### src/rtl/extirq_pkg.sv
// Package: shared field positions and types for the external interrupt controller.
// Assumes an 8-bit register per channel.
package extirq_pkg;
    localparam int REG_W    = 8;
    localparam int BIT_FLAG = 5;
    localparam int BIT_EN   = 4;
    localparam int BIT_LV   = 3;
    localparam int BIT_EDG  = 2;
    localparam int BIT_CLR  = 1;
    localparam int BIT_PIN  = 0;

    // Sensitivity code as {LV, EDG}
    typedef enum logic [1:0] {
        SENS_FALL      = 2'b00,
        SENS_RISE      = 2'b01,
        SENS_FALL_LOW  = 2'b10,
        SENS_RISE_HIGH = 2'b11
    } sens_e;
endpackage

### src/rtl/extirq_sync.sv
// Module: resynchronises one asynchronous pin through STAGES flops, then keeps
// one more sample so that edges can be seen.
// Assumes STAGES >= 2. All outputs are registered-domain signals.
module extirq_sync #(
    parameter int STAGES = 2
) (
    input  logic clk,
    input  logic rst_n,
    input  logic din,
    output logic level,
    output logic rise,
    output logic fall
);
    logic [STAGES-1:0] chain;
    logic              prev;

    // Shift the pin into the synchronizer and keep the last synchronised sample
    always_ff @(posedge clk) begin
        if (!rst_n) begin
            chain <= '0;
            prev  <= 1'b0;
        end else begin
            chain <= {chain[STAGES-2:0], din};
            prev  <= chain[STAGES-1];
        end
    end

    assign level = chain[STAGES-1];
    assign rise  = level & ~prev;
    assign fall  = ~level & prev;
endmodule

### src/rtl/extirq_sense.sv
// Module: combinational trigger decode for one channel from the sensitivity code.
// Assumes level/rise/fall come from extirq_sync.
module extirq_sense
    import extirq_pkg::*;
(
    input  sens_e sens,
    input  logic  level,
    input  logic  rise,
    input  logic  fall,
    output logic  trig
);
    // Select the trigger condition for the current sensitivity code
    always_comb begin
        unique case (sens)
            SENS_FALL:      trig = fall;
            SENS_RISE:      trig = rise;
            SENS_FALL_LOW:  trig = fall | ~level;
            SENS_RISE_HIGH: trig = rise | level;
            default:        trig = 1'b0;
        endcase
    end
endmodule

### src/rtl/extirq_channel.sv
// Module: one interrupt channel, made of the synchronizer, the trigger decode,
// the control storage and the sticky flag.
// Assumes wr_sel is already qualified with the address hit for this channel.
module extirq_channel
    import extirq_pkg::*;
#(
    parameter int SYNC_STAGES = 2
) (
    input  logic             clk,
    input  logic             rst_n,
    input  logic             pin,
    input  logic             wr_sel,
    input  logic [REG_W-1:0] wr_data,
    output logic [REG_W-1:0] rd_word,
    output logic             flag,
    output logic             en,
    output logic             trig,
    output logic             clr
);
    logic  level, rise, fall;
    sens_e sens;
    logic  unused_bits;

    extirq_sync #(.STAGES(SYNC_STAGES)) u_sync (
        .clk   (clk),
        .rst_n (rst_n),
        .din   (pin),
        .level (level),
        .rise  (rise),
        .fall  (fall)
    );

    extirq_sense u_sense (
        .sens  (sens),
        .level (level),
        .rise  (rise),
        .fall  (fall),
        .trig  (trig)
    );

    assign clr         = wr_sel & wr_data[BIT_CLR];
    assign unused_bits = ^{wr_data[7:6], wr_data[BIT_FLAG], wr_data[BIT_PIN]};

    // Store the enable and sensitivity fields on a write to this channel
    always_ff @(posedge clk) begin
        if (!rst_n) begin
            en   <= 1'b0;
            sens <= SENS_FALL;
        end else if (wr_sel) begin
            en   <= wr_data[BIT_EN];
            sens <= sens_e'({wr_data[BIT_LV], wr_data[BIT_EDG]});
        end
    end

    // Sticky flag: an enabled trigger takes priority over a clear
    always_ff @(posedge clk) begin
        if (!rst_n) begin
            flag <= 1'b0;
        end else if (trig && en) begin
            flag <= 1'b1;
        end else if (clr) begin
            flag <= 1'b0;
        end
    end

    // Assemble the readable register image
    always_comb begin
        rd_word           = '0;
        rd_word[BIT_FLAG] = flag;
        rd_word[BIT_EN]   = en;
        rd_word[BIT_LV]   = sens[1];
        rd_word[BIT_EDG]  = sens[0];
        rd_word[BIT_PIN]  = level;
    end
endmodule

### src/rtl/extirq_ctrl.sv
// Module: top of the external interrupt controller. Decodes the register bus
// and builds the shared request.
// Assumes channel k is at address BASE_ADDR + k, with a combinational read.
module extirq_ctrl
    import extirq_pkg::*;
#(
    parameter int NUM_CH      = 2,
    parameter int ADDR_W      = 4,
    parameter int BASE_ADDR   = 0,
    parameter int SYNC_STAGES = 2
) (
    input  logic              clk,
    input  logic              rst_n,
    input  logic [NUM_CH-1:0] pin_in,
    input  logic [ADDR_W-1:0] addr,
    input  logic              wr_en,
    input  logic [REG_W-1:0]  wr_data,
    output logic [REG_W-1:0]  rd_data,
    output logic              irq
);
    logic [NUM_CH-1:0] hit;
    logic [NUM_CH-1:0] flag_vec;
    logic [NUM_CH-1:0] en_vec;
    logic [NUM_CH-1:0] trig_vec;
    logic [NUM_CH-1:0] clr_vec;
    logic [REG_W-1:0]  words [NUM_CH];

    for (genvar g = 0; g < NUM_CH; g++) begin : g_ch
        assign hit[g] = (addr == ADDR_W'(BASE_ADDR + g));

        extirq_channel #(.SYNC_STAGES(SYNC_STAGES)) u_ch (
            .clk     (clk),
            .rst_n   (rst_n),
            .pin     (pin_in[g]),
            .wr_sel  (wr_en & hit[g]),
            .wr_data (wr_data),
            .rd_word (words[g]),
            .flag    (flag_vec[g]),
            .en      (en_vec[g]),
            .trig    (trig_vec[g]),
            .clr     (clr_vec[g])
        );
    end

    // Return the addressed channel's register, or zero for other addresses
    always_comb begin
        rd_data = '0;
        for (int k = 0; k < NUM_CH; k++) begin
            if (hit[k]) rd_data = rd_data | words[k];
        end
    end

    // Shared request: any channel with an enabled, pending flag
    assign irq = |(flag_vec & en_vec);
endmodule

### config.mk
export PLATFORM = sky130hd
export DESIGN_NAME = extirq_ctrl
export DESIGN_NICKNAME = d
export VERILOG_FILES = /design/src/rtl/extirq_pkg.sv /design/src/rtl/extirq_sync.sv /design/src/rtl/extirq_sense.sv /design/src/rtl/extirq_channel.sv /design/src/rtl/extirq_ctrl.sv
export SDC_FILE = /design/constraint.sdc
export NUM_CORES = 1
export LEC_CHECK = 0
export ABC_AREA = 1
export BUFFER_PORTS_ARGS = -buffer_cell sky130_fd_sc_hd__buf_2
export CAP_MARGIN = 20
export CORE_MARGIN = 1.5
export CORE_UTILIZATION = 50
export CTS_CLUSTER_SIZE = 12
export DETAILED_ROUTE_END_ITERATION = 10
export HOLD_SLACK_MARGIN = 0.08
export PLACE_DENSITY_LB_ADDON = 0.12
export SETUP_SLACK_MARGIN = 0.1
export SYNTH_ARGS = -nofsm -noshare
export SYNTH_HDL_FRONTEND = slang
export SYNTH_SLANG_ARGS = --single-unit
### constraint.sdc
create_clock -name clk -period 1.6 [get_ports clk]
set_input_delay 0.32 -clock clk [delete_from_list [all_inputs] [get_ports clk]]
set_output_delay 0.32 -clock clk [all_outputs]
set_load 0.01 [all_outputs]
# --- After elaboration in Yosys (flattened, before gate mapping) ---
# Cells that the tools add are included.
classes:
  bitwise_logic: 18
  mux: 8
  n_reduce_logical: 8
  eq_ne: 7
op_table:
  columns: ["operator", "count"]
  rows:
  - ["6-bit 2-to-1 mux", 2]
  - ["1-bit bitwise AND", 8]
  - ["2-bit equality test (second input constant)", 4]
  - ["1-bit case mux with 4 select lines", 2]
  - ["6-bit bitwise OR", 1]
  - ["2-bit by 1-bit equality test with 1-bit output (second input constant)", 2]
  - ["4-bit by 1-bit equality test with 1-bit output (second input constant)", 1]
  - ["2-bit zero test", 2]
  - ["4-bit zero test", 1]
  - ["1-bit 2-to-1 mux", 4]
  - ["1-bit inverter", 4]
  - ["1-bit bitwise OR", 4]
  - ["2-bit nonzero test", 2]
  - ["2-bit bitwise AND", 1]
  - ["1-bit logical AND", 2]
  - ["2-bit OR reduction", 1]
totals:
  input_bits: 17
  regBits: 14

# --- Logic depth before layout (Yosys ltp) ---
depth:
  word_depth: 6
  depth_mapped: 6

# --- Modules after synthesis ---
# From an unflattened synthesis, not the netlist that was laid out.
unflattened:
  hier_cells: 135
  area_unflattened_um2: 867.1
by_module_without_submodules:
  columns: ["mod", "seq_area_each_um2", "cells_each", "instances", "area_per_inst_um2"]
  rows:
  - ["extirq_channel", 80.1, 27, 2, 197.7]
  - ["extirq_sync", 60.1, 13, 2, 100.1]
  - ["extirq_ctrl", 0.0, 37, 1, 196.4]
  - ["extirq_sense", 0.0, 9, 2, 37.5]

# --- Worst setup path before layout ---
# Ideal clock, no wire load.
synth_path:
  path_kind: "in2out"
  start: "input addr[0]"
  end: "output rd_data[2]"
  n_path_buf: 0
  required_ns: 1.280
  arrival_ns: 0.871
  path_slack_ns: 0.409
  stages: 3
  path_cell_list: "nor2_2 -> nand2_1 -> o22ai_1"
synth_via:
  elab_chain_len: 4
  word_cells_on_any_way: 5
  classes_between: "eq/ne: 1; mux: 2; bitwise: 1; reduce/logical: 1"
synth_lines:
  columns: ["item", "line", "source"]
  rows:
  - ["start, declared", "extirq_ctrl.sv:15", "input logic [ADDR_W-1:0] addr,"]
  - ["4-bit zero test", "extirq_ctrl.sv:29", "assign hit[g] = (addr == ADDR_W'(BASE_ADDR + g));"]
  - ["6-bit 2-to-1 mux", "extirq_ctrl.sv:49", "if (hit[k]) rd_data = rd_data | words[k];"]
  - ["6-bit bitwise OR", "extirq_ctrl.sv:49", null]
  - ["6-bit 2-to-1 mux (*)", "extirq_ctrl.sv:49", null]
  - ["end, declared", "extirq_ctrl.sv:18", "output logic [REG_W-1:0] rd_data,"]
# Every way passes the cells marked *; elsewhere a longest branch is shown, timed or not.

# --- Worst setup path in the final report ---
layout_path:
  start: "input addr[3]"
  end: "output rd_data[2]"
# The elaborated chain is that of the path after synthesis.

==> out/metrics.yaml <==
cts_sinks: 14
synth_top_family_by_area: "simple AND/OR/NAND/NOR gates"
drtIter0Drc: 6
final_nets: 146
synth_compound_area_share_pct: 5.78
cts_buffers: 3
cts_tree: "done"
grt_usage_pct: 18.2
ctsResizeCount: 0
layout_common_cells: "nand2_1, inv_1, buf_2"
synthesis.area_sq_um: 714
hold_viol_final: 0
fin_crit_sh_pct: 87.5
grt_setup_unrepaired: "false"
die-area_sq_um: 1660
crit_family: "buffers and inverters"
peakVddDrop_v: 0.000520
yosys.area.top_type: "dfxtp_1"
worstSetupPathType: "input port to output pin"
rows: 13
wire_per_inst_microns: 8.94
cap_violations: 0
finalCriticalPeriod_ps: 1400
holdBufCountCts: 0
grt_pass1_wl_microns: 2000
tns_ps: 0
hold_class: "input port to flip-flop"
clock_skew_ps: 6.05
synthMuxAreaShare_pct: 0
antenna_found_initial: 0
synth_xor_xnor_area_share_pct: 0
start_util_pct: 54.2
vias_per_cell: 4.50
dr.pass1.iters: 4
drive_above_1_share_pct: 22.7
seq_area_frac_synth_pct: 39.2
cp.arrival_ps: 1080
portBuffers: 18
synthAdderAreaFrac_pct: 0
grt_pass1_vias: 530
ant_nets: 0
critPathRequiredTime_ps: 1280
ctsLongestPathBuffers: 2
netlist_instances: 106
finalWirelength_microns: 1280
p_leak_nw: 0.488
die_width_microns: 40.8
syn2layout_area_growth_pct: 19.6
vias: 644
dp_hpwl_microns: 1020
cp_num_buf_inv: 2
max_freq_mhz: 714
synth.area.top_cells: "dfxtp_1, nand2_1, inv_1"
gr-total-overflow: 0
core_sq_um: 1320
outcome: "finished clean"
mostFrequentLayoutCell: "nand2_1"
critPathMaxStageDelay_ps: 190
place_congestion: 0.725
synth_top_area_share_pct: 39.2
cp_max_fo: 6
worstSetupEndpointType: "output pin"
cts.htree.levels: 1
post-cts-setup-buffers: 0
synthSimpleGateAreaFrac_pct: 40.1
syn_avg_cell_area_sq_um: 6.74
slew_viol_final: 0
crit_chain: "buf_2, nor2_8, nand2_1, o22ai_1, buf_2"
cts.clk_slew.worst_paths_ps: 90
clock-root-buffer: "clkbuf_4"
die_h_microns: 40.8
crit_top_cell: "buf_2"
power.density_nw_per_um2: 807
yosysWarnings: 0
drcViolationCount: 0
setup_viol: 0
cp_slowest_cell: "o22ai_1"
ys_ff_latch: 14
fin_util_pct: 64.9
pin_count: 26
clkLatencyLatePin_ps: 280
synth_cell_type_count: 15
grt_max_degree: 14
critPathLaunchType: "input port"
diodes: 0
==> cells by family after synthesis <==
| family | after synthesis |
|---|---|
| flip-flops | 14 |
| buffers and inverters | 24 |
| AND/OR/NAND/NOR | 60 |
| AO/OA/AOI/OAI | 7 |
| other | 1 |
==> report_power, final <==
group	switching, mW	total, mW	internal [mW]
Clock	0.116	0.254	0.139
Sequential	0.00503	0.363	0.358
Combinational	0.0450	0.0729	0.0279
Total	0.166	0.690	0.524
==> final timing paths <==
kind / startpoint / endpoint / slack [ps] / cells after the start
hold reg to reg: g_ch[0].u_ch.u_sync.chain[0] / g_ch[0].u_ch.u_sync.chain[1] / 420 / 2
setup reg to reg: g_ch[1].u_ch.u_sync.chain[1] / g_ch[1].u_ch.flag / 760 / 6
hold / removal: pin_in[1] / g_ch[1].u_ch.u_sync.chain[0] / 220 / 3
setup / recovery: addr[3] / rd_data[2] / 200 / 5
==> synthesized netlist by cell type (all sizes together) <==
cell	count
nand4	2
dfxtp	14
buf	4
o22ai	5
nand2	37
inv	20
a21oi	2
nor2	17
nand3	4
conb	1
==> per-layer routing <==
layer	GRT usage [%]	part of all wire (%)
met1	22.4	50
met2	30.9	43
met3	3.26	5.3
met4	7.50	1.9
met5	0	0
==> final cells by class <==
class / count / area [sq um]
Tap cell: 15 / 18.8
Sequential cell: 14 / 280
Inverter: 20 / 75.1
Timing Repair Buffer: 20 / 105
Fill cell: 122 / 463
Multi-Input combinational cell: 70 / 339
Clock buffer: 4 / 36.3
==> registers in the layout, indices dropped and copies added (netlist names) <==
signal and flops:
g_ch.u_ch.en 2, g_ch.u_ch.flag 2, g_ch.u_ch.sens 4, g_ch.u_ch.u_sync.chain 4, g_ch.u_ch.u_sync.prev 2
==> worst min-delay path, stage by stage <==
cell,delay [ps]
buf_2,80
nand2_1,40
inv_1,40
==> metrics by stage <==
| step | instances | power (mW) | setup slack, ps | hold WS, ps | area [sq um] |
|---|---|---|---|---|---|
| finish | 143 | 0.690 | 200 | 216 | 855 |
| global route | 143 | 0.717 | 109 | 214 | 855 |
| CTS | 143 | 0.693 | 203 | 217 | 855 |
| detailed placement | 139 | 0.444 | 209 | 401 | 818 |
| global placement | 139 | 0.442 | 223 | 392 | 818 |
| floorplan | 108 | 0.415 | 409 | 390 | 722 |
No activity file was read; power rests on OpenSTA's default activity.
